[src/rtl/hdmi_isl_pkg.sv]
package hdmi_isl_pkg;

   typedef enum logic [2:0] {
      PH_IDLE,
      PH_PRE,
      PH_LGUARD,
      PH_DATA,
      PH_TGUARD
   } phase_t;

   localparam logic [9:0] SYM_GUARD_RG = 10'b0100110011;

   // 4-bit to 10-bit code used for island payload and guard on blue
   function automatic logic [9:0] terc4_sym(input logic [3:0] d);
      logic [9:0] s;
      case (d)
         4'h0: s = 10'b1010011100;
         4'h1: s = 10'b1001100011;
         4'h2: s = 10'b1011100100;
         4'h3: s = 10'b1011100010;
         4'h4: s = 10'b0101110001;
         4'h5: s = 10'b0100011110;
         4'h6: s = 10'b0110001110;
         4'h7: s = 10'b0100111100;
         4'h8: s = 10'b1011001100;
         4'h9: s = 10'b0100111001;
         4'hA: s = 10'b0110011100;
         4'hB: s = 10'b1011000110;
         4'hC: s = 10'b1010001110;
         4'hD: s = 10'b1001110001;
         4'hE: s = 10'b0101100011;
         default: s = 10'b1011000011;
      endcase
      return s;
   endfunction

   // control symbols indexed {c1,c0}
   function automatic logic [9:0] ctrl_sym(input logic [1:0] c);
      logic [9:0] s;
      case (c)
         2'b00: s = 10'b1101010100;
         2'b01: s = 10'b0010101011;
         2'b10: s = 10'b0101010100;
         default: s = 10'b1010101011;
      endcase
      return s;
   endfunction

endpackage

[src/rtl/hdmi_isl_seq.sv]
module hdmi_isl_seq
   import hdmi_isl_pkg::*;
#(
   parameter int PREAMBLE_LEN = 8,
   parameter int GUARD_LEN    = 2,
   parameter int DATA_LEN     = 64,
   parameter int DW           = 6,
   parameter int BLANK_W      = 12
) (
   input  logic               clk,
   input  logic               rst_n,
   input  logic               req,
   input  logic [BLANK_W-1:0] blank_left,
   output phase_t             phase,
   output logic [DW-1:0]      data_idx,
   output logic               load
);

   localparam int ISL_LEN = PREAMBLE_LEN + 2 * GUARD_LEN + DATA_LEN;
   localparam int CNT_W   = $clog2(ISL_LEN) + 1;

   logic [CNT_W-1:0] cnt;
   logic [CNT_W-1:0] last_cnt;
   logic             pending;
   phase_t           nxt_phase;

   always_comb begin
      case (phase)
         PH_PRE: begin
            last_cnt  = CNT_W'(PREAMBLE_LEN - 1);
            nxt_phase = PH_LGUARD;
         end
         PH_LGUARD: begin
            last_cnt  = CNT_W'(GUARD_LEN - 1);
            nxt_phase = PH_DATA;
         end
         PH_DATA: begin
            last_cnt  = CNT_W'(DATA_LEN - 1);
            nxt_phase = PH_TGUARD;
         end
         PH_TGUARD: begin
            last_cnt  = CNT_W'(GUARD_LEN - 1);
            nxt_phase = PH_IDLE;
         end
         default: begin
            last_cnt  = '0;
            nxt_phase = PH_IDLE;
         end
      endcase
   end

   assign load = (phase == PH_IDLE) && (req || pending) &&
                 (blank_left >= BLANK_W'(ISL_LEN));

   always_ff @(posedge clk or negedge rst_n) begin
      if (!rst_n) begin
         pending <= 1'b0;
      end else if (load) begin
         pending <= 1'b0;
      end else if (req) begin
         pending <= 1'b1;
      end
   end

   always_ff @(posedge clk or negedge rst_n) begin
      if (!rst_n) begin
         phase <= PH_IDLE;
         cnt   <= '0;
      end else if (load) begin
         phase <= PH_PRE;
         cnt   <= '0;
      end else if (phase != PH_IDLE) begin
         if (cnt == last_cnt) begin
            phase <= nxt_phase;
            cnt   <= '0;
         end else begin
            cnt <= cnt + 1'b1;
         end
      end
   end

   assign data_idx = cnt[DW-1:0];

endmodule

[src/rtl/hdmi_isl_payload.sv]
module hdmi_isl_payload #(
   parameter int N_PKTS     = 2,
   parameter int PKT_PIXELS = 32,
   parameter int N_SUB      = 4,
   parameter int PW         = $clog2(PKT_PIXELS),
   parameter int DW         = PW + $clog2(N_PKTS)
) (
   input  logic                               clk,
   input  logic                               rst_n,
   input  logic                               load,
   input  logic [N_PKTS*PKT_PIXELS-1:0]       hdr_in,
   input  logic [N_PKTS*N_SUB*2*PKT_PIXELS-1:0] body_in,
   input  logic [DW-1:0]                      data_idx,
   output logic                               hdr_bit,
   output logic                               first_px,
   output logic [3:0]                         nib_g,
   output logic [3:0]                         nib_r
);

   localparam int SP_W = 2 * PKT_PIXELS;

   logic [PKT_PIXELS-1:0] hdr_q [N_PKTS];
   logic [SP_W-1:0]       sp_q  [N_PKTS][N_SUB];

   for (genvar p = 0; p < N_PKTS; p++) begin : g_pkt
      always_ff @(posedge clk or negedge rst_n) begin
         if (!rst_n) begin
            hdr_q[p] <= '0;
         end else if (load) begin
            hdr_q[p] <= hdr_in[p*PKT_PIXELS +: PKT_PIXELS];
         end
      end
      for (genvar s = 0; s < N_SUB; s++) begin : g_sub
         always_ff @(posedge clk or negedge rst_n) begin
            if (!rst_n) begin
               sp_q[p][s] <= '0;
            end else if (load) begin
               sp_q[p][s] <= body_in[(p*N_SUB+s)*SP_W +: SP_W];
            end
         end
      end
   end

   logic [PW-1:0]    pix;
   logic [DW-PW-1:0] pk;

   assign pix = data_idx[PW-1:0];
   assign pk  = data_idx[DW-1:PW];

   assign hdr_bit  = hdr_q[pk][pix];
   assign first_px = (pix == '0);
   assign nib_g    = {sp_q[pk][1][{pix, 1'b1}], sp_q[pk][1][{pix, 1'b0}],
                      sp_q[pk][0][{pix, 1'b1}], sp_q[pk][0][{pix, 1'b0}]};
   assign nib_r    = {sp_q[pk][3][{pix, 1'b1}], sp_q[pk][3][{pix, 1'b0}],
                      sp_q[pk][2][{pix, 1'b1}], sp_q[pk][2][{pix, 1'b0}]};

endmodule

[src/rtl/hdmi_isl_symbols.sv]
module hdmi_isl_symbols
   import hdmi_isl_pkg::*;
(
   input  phase_t     phase,
   input  logic       hsync,
   input  logic       vsync,
   input  logic       hdr_bit,
   input  logic       first_px,
   input  logic [3:0] nib_g,
   input  logic [3:0] nib_r,
   output logic [9:0] sym_b,
   output logic [9:0] sym_g,
   output logic [9:0] sym_r
);

   logic [1:0] sync_pair;
   assign sync_pair = {vsync, hsync};

   always_comb begin
      case (phase)
         PH_PRE: begin
            sym_r = ctrl_sym(2'b01);
            sym_g = ctrl_sym(2'b01);
            sym_b = ctrl_sym(sync_pair);
         end
         PH_LGUARD, PH_TGUARD: begin
            sym_r = SYM_GUARD_RG;
            sym_g = SYM_GUARD_RG;
            sym_b = terc4_sym({2'b11, sync_pair});
         end
         PH_DATA: begin
            sym_r = terc4_sym(nib_r);
            sym_g = terc4_sym(nib_g);
            sym_b = terc4_sym({~first_px, hdr_bit, sync_pair});
         end
         default: begin
            sym_r = ctrl_sym(2'b00);
            sym_g = ctrl_sym(2'b00);
            sym_b = ctrl_sym(sync_pair);
         end
      endcase
   end

endmodule

[src/rtl/hdmi_island_framer.sv]
module hdmi_island_framer
   import hdmi_isl_pkg::*;
#(
   parameter int N_PKTS       = 2,
   parameter int PKT_PIXELS   = 32,
   parameter int PREAMBLE_LEN = 8,
   parameter int GUARD_LEN    = 2,
   parameter int BLANK_W      = 12
) (
   input  logic                                clk,
   input  logic                                rst_n,
   input  logic                                island_req,
   input  logic                                hsync,
   input  logic                                vsync,
   input  logic [BLANK_W-1:0]                  blank_left,
   input  logic [N_PKTS*PKT_PIXELS-1:0]        pkt_header,
   input  logic [N_PKTS*4*2*PKT_PIXELS-1:0]    pkt_body,
   output logic [9:0]                          lane_b,
   output logic [9:0]                          lane_g,
   output logic [9:0]                          lane_r,
   output logic                                busy
);

   localparam int N_SUB    = 4;
   localparam int DATA_LEN = N_PKTS * PKT_PIXELS;
   localparam int ISL_LEN  = PREAMBLE_LEN + 2 * GUARD_LEN + DATA_LEN;
   localparam int PW       = $clog2(PKT_PIXELS);
   localparam int DW       = PW + $clog2(N_PKTS);

   if (N_PKTS < 2 || (N_PKTS & (N_PKTS - 1)) != 0) begin : g_bad_npkts
      $error("N_PKTS must be a power of two, at least 2");
   end
   if (PKT_PIXELS < 2 || (PKT_PIXELS & (PKT_PIXELS - 1)) != 0) begin : g_bad_pix
      $error("PKT_PIXELS must be a power of two");
   end
   if (PREAMBLE_LEN < 1 || GUARD_LEN < 1) begin : g_bad_len
      $error("preamble and guard lengths must be positive");
   end
   if (ISL_LEN >= (1 << BLANK_W)) begin : g_bad_blank
      $error("BLANK_W too narrow for the island length");
   end

   phase_t        phase;
   logic [DW-1:0] data_idx;
   logic          load;
   logic          hdr_bit;
   logic          first_px;
   logic [3:0]    nib_g;
   logic [3:0]    nib_r;

   hdmi_isl_seq #(
      .PREAMBLE_LEN (PREAMBLE_LEN),
      .GUARD_LEN    (GUARD_LEN),
      .DATA_LEN     (DATA_LEN),
      .DW           (DW),
      .BLANK_W      (BLANK_W)
   ) u_seq (
      .clk        (clk),
      .rst_n      (rst_n),
      .req        (island_req),
      .blank_left (blank_left),
      .phase      (phase),
      .data_idx   (data_idx),
      .load       (load)
   );

   hdmi_isl_payload #(
      .N_PKTS     (N_PKTS),
      .PKT_PIXELS (PKT_PIXELS),
      .N_SUB      (N_SUB),
      .PW         (PW),
      .DW         (DW)
   ) u_payload (
      .clk      (clk),
      .rst_n    (rst_n),
      .load     (load),
      .hdr_in   (pkt_header),
      .body_in  (pkt_body),
      .data_idx (data_idx),
      .hdr_bit  (hdr_bit),
      .first_px (first_px),
      .nib_g    (nib_g),
      .nib_r    (nib_r)
   );

   hdmi_isl_symbols u_sym (
      .phase    (phase),
      .hsync    (hsync),
      .vsync    (vsync),
      .hdr_bit  (hdr_bit),
      .first_px (first_px),
      .nib_g    (nib_g),
      .nib_r    (nib_r),
      .sym_b    (lane_b),
      .sym_g    (lane_g),
      .sym_r    (lane_r)
   );

   assign busy = (phase != PH_IDLE);

endmodule

[config.mk]
export PLATFORM = sky130hd
export DESIGN_NAME = hdmi_island_framer
export DESIGN_NICKNAME = d
export VERILOG_FILES = /design/src/rtl/hdmi_isl_pkg.sv /design/src/rtl/hdmi_isl_seq.sv /design/src/rtl/hdmi_isl_payload.sv /design/src/rtl/hdmi_isl_symbols.sv /design/src/rtl/hdmi_island_framer.sv
export SDC_FILE = /design/constraint.sdc
export NUM_CORES = 1
export LEC_CHECK = 0
export BUFFER_PORTS_ARGS = -buffer_cell sky130_fd_sc_hd__buf_4
export CORE_MARGIN = 2
export CORE_UTILIZATION = 28
export CTS_CLUSTER_SIZE = 8
export DETAILED_ROUTE_END_ITERATION = 8
export MAX_ROUTING_LAYER = met4
export PLACE_DENSITY_LB_ADDON = 0.15
export SLEW_MARGIN = 40
export SYNTH_ARGS = -nofsm -noshare
export SYNTH_HDL_FRONTEND = slang
export SYNTH_SLANG_ARGS = --single-unit
[constraint.sdc]
create_clock -name clk -period 6.89 [get_ports clk]
set_input_delay 0.3445 -clock clk [delete_from_list [all_inputs] [get_ports clk]]
set_output_delay 0.3445 -clock clk [all_outputs]
set_load 0.1 [all_outputs]
==> impl_metrics.yaml <==
status:
  status: "completed"
synthesis:
  yosys-top-cells-area: "dfrtp_1 (52%), mux2_2 (24%), mux4_2 (11%), mux2i_1 (1.5%), buf_2 (1.3%)"
  syn_area_mm2: 0.0282
  synthCells: 1919
  ys_seq_area_share_pct: 52.1
  synth.largest_area_cell: "dfrtp_1"
  yosys_warnings: 0
  syn-num-nets: 2537
  synth_top_area_share_pct: 52.1
  yosysMostFrequentCell: "mux2_2"
  synth-edff-count: 0
  synth-async-reset-ratio_pct: 100
  ys.flop_type: "dfrtp_1"
  netlist_top_cells_count: "mux2_2 (603), dfrtp_1 (588), mux4_2 (133)"
  synth-seq-cells: 588
  yosysUniqueCellTypes: 66
  syn_area_per_cell_um2: 14.7
placed_design:
  place_ws_ns: 1.98
  io_buffer_count: 621
  hpwl_um: 72800
  gp_routability_congestion: 0.804
clock_tree:
  cts_buffers: 84
  root_buffer: "clkbuf_16"
  clkTransAtPathRegs_ns: 0.06
  clk_path_buf_depth: 3
  clock_sinks: 588
  cts.repair.resized: 0
  htree_levels: 3
  worstSkewPairLatency_ns: 0.65
  cts_tree: "built"
route:
  ant_nets: 0
  drt_iter0_drc: 1073
  vias: 21300
  dr.pass1.iters: 5
  via_per_inst: 4.80
  routed_wl_um: 103000
  post_drt_wl_per_cell_um: 23.2
  drc: 0
setup_path:
  cp_max_fo: 21
  cp.arrival_ns: 5.21
  worstSetupPathType: "register to primary output"
  required_ns: 6.55
  worstSetupEndpointType: "primary output"
  crit_path_start_kind: "register"
timing:
  setup_ws_ns: 1.33
  setup_violations: 0
  fin_skew_ns: 0.0155
  final_hold_viol_count: 0
  max_slew_margin_pct: 44.3
  period_needed_ns: 5.56
  maxSlewViolCount: 0
  post-route-period-util_pct: 80.7
  worst_slew_pin_slew_ns: 0.833
  rsz0062_at_grt: "no"
  finalSetupTns_ns: 0
  fmax_ghz: 0.180
cells_and_area:
  drive_gt1_share_pct: 48.7
  nets: 3710
  area.growth.synth_to_final_pct: 50.4
  n_fill_cell: 9230
power_and_ir_drop:
  clock_power_share_pct: 19.1
  seqPwrFrac_pct: 32.1
  leakage_nw: 17.9
  p_int_w: 0.0121
  p_sw_share_pct: 38.6
  ir_drop_mv: 0.458
  pwr-share-comb_pct: 48.8
  power.density_mw_per_mm2: 465
  switchingPower_w: 0.00761
flow_run:
  maxCapViolations: 0
die:
  coreArea_mm2: 0.100
  fp.dieW_um: 322
  start_util_pct: 28.2
  fp.dieH_um: 322
  dieArea_mm2: 0.103
  fp-row-count: 116
  io_pins: 624
global_route:
  grt_pass1_vias: 23900
  grt_max_degree: 131
  antenna_found_initial: 36
  grt_usage_pct: 20.4
  grt_overflow: 0
  grt_pass1_wl_um: 152000
min_path:
  hold_class: "input pin to register"
## sequential cells by signal, indices dropped and copies added (netlist names)
register and count:
u_payload.sp_q 512, u_payload.hdr_q 64, u_seq.cnt 8, u_seq.phase 3
u_seq.pending 1
## metrics by stage
stage	hold slack [ns]	utilization (%)	area, um2	total power (W)	std cells
after global routing	0.0395	42.4	42400	0.0209	4436
after detailed placement	0.396	34.3	34300	0.0158	3725
after CTS	0.0188	42.3	42300	0.0199	4403
final	0.0764	42.4	42400	0.0197	4437
after floorplan	0.0489	-	28200	0.0131	1919
after global placement	0.376	34.1	34100	0.0154	3719
## power by group through the flow
stage / Combinational, W / Sequential (W) / Clock, W
final: 0.00963 / 0.00632 / 0.00377
after global routing: 0.0103 / 0.00655 / 0.00404
after CTS: 0.00970 / 0.00633 / 0.00389
after detailed placement: 0.00937 / 0.00639 / 0
after global placement: 0.00917 / 0.00627 / 0
after floorplan: 0.00726 / 0.00585 / 0
## worst max-delay path, stage by stage (launching register included)
cell      delay [ns]
dfrtp_4         0.67
buf_4           0.47
mux4_2          0.56
mux2i_1         0.24
o221ai_1        0.21
or4_1           0.81
inv_1           0.29
ha_1            0.32
nor2_1          0.12
a21oi_1         0.05
mux2_1          0.29
a21oi_1         0.17
buf_4           0.32
## area by class of cell
cell class / count / area, um2 / area share (%)
clock inverter: 8 / 111 / 0.262
antenna: 33 / 82.6 / 0.195
clock buffer: 92 / 2150 / 5.07
multi-input combinational: 1170 / 12700 / 30.0
sequential: 588 / 14700 / 34.7
timing repair buffer: 1230 / 10900 / 25.7
tap: 1298 / 1620 / 3.83
inverter: 18 / 67.6 / 0.159
## cells in the final DEF, fill, tap and decap left out, types with 6 or more instances in the layout
cell type	n
a211oi_1	9
a21oi_1	20
buf_12	11
buf_4	634
clkbuf_1	6
clkbuf_16	84
dfrtp_1	582
diode_2	33
dlygate4sd3_1	578
ha_1	25
inv_1	16
mux2_2	603
mux2i_1	43
mux4_2	133
nand2_1	49
nand2b_1	12
nand3_1	16
nor2_1	47
nor2b_1	10
nor3_1	23
nor4_1	7
o211ai_1	6
o21ai_0	28
o21ai_1	12
o221ai_1	10
o22ai_1	18
o32ai_1	6
xnor2_1	6
## metal layers
layer | routed length, um | GRT usage [%] | up-vias
met4 | 2950 | 6.25 | 0
met2 | 51100 | 33.9 | 617
met1 | 42700 | 24.4 | 10900
met5 | 0 | - | -
met3 | 5900 | 4.85 | 174
li1 | - | - | 9561
## cells by family after synthesis
group,Yosys count,share of synthesized area (%)
fa+ha+maj,25,1.11
flops,588,52.1
buf+inv,161,2.94
xor+xnor,7,0.217
simple gates,204,3.60
mux,781,36.3
compound gates,153,3.74
## timing repair
item / 4_1_cts / 5_1_grt
endpoints found under the hold margin: 654 / 0
buffers inserted: 0 / 0
hold buffers: 578 / 0
## final timing paths
kind | startpoint | endpoint | slack (ns) | cells past startpoint
min in group asynchronous | rst_n | u_payload.sp_q[266] | 0.27 | 2
hold reg to reg | u_payload.sp_q[124] | u_payload.sp_q[124] | 0.50 | 1
setup reg to reg | u_seq.phase[1] | u_payload.hdr_q[16] | 3.16 | 6
max in group asynchronous | rst_n | u_payload.sp_q[108] | 5.12 | 4
setup / recovery | u_seq.cnt[5] | lane_g[7] | 1.33 | 12
hold / removal | blank_left[7] | u_seq.pending | 0.08 | 4
Note: power is estimated with default switching activity, not from simulation.
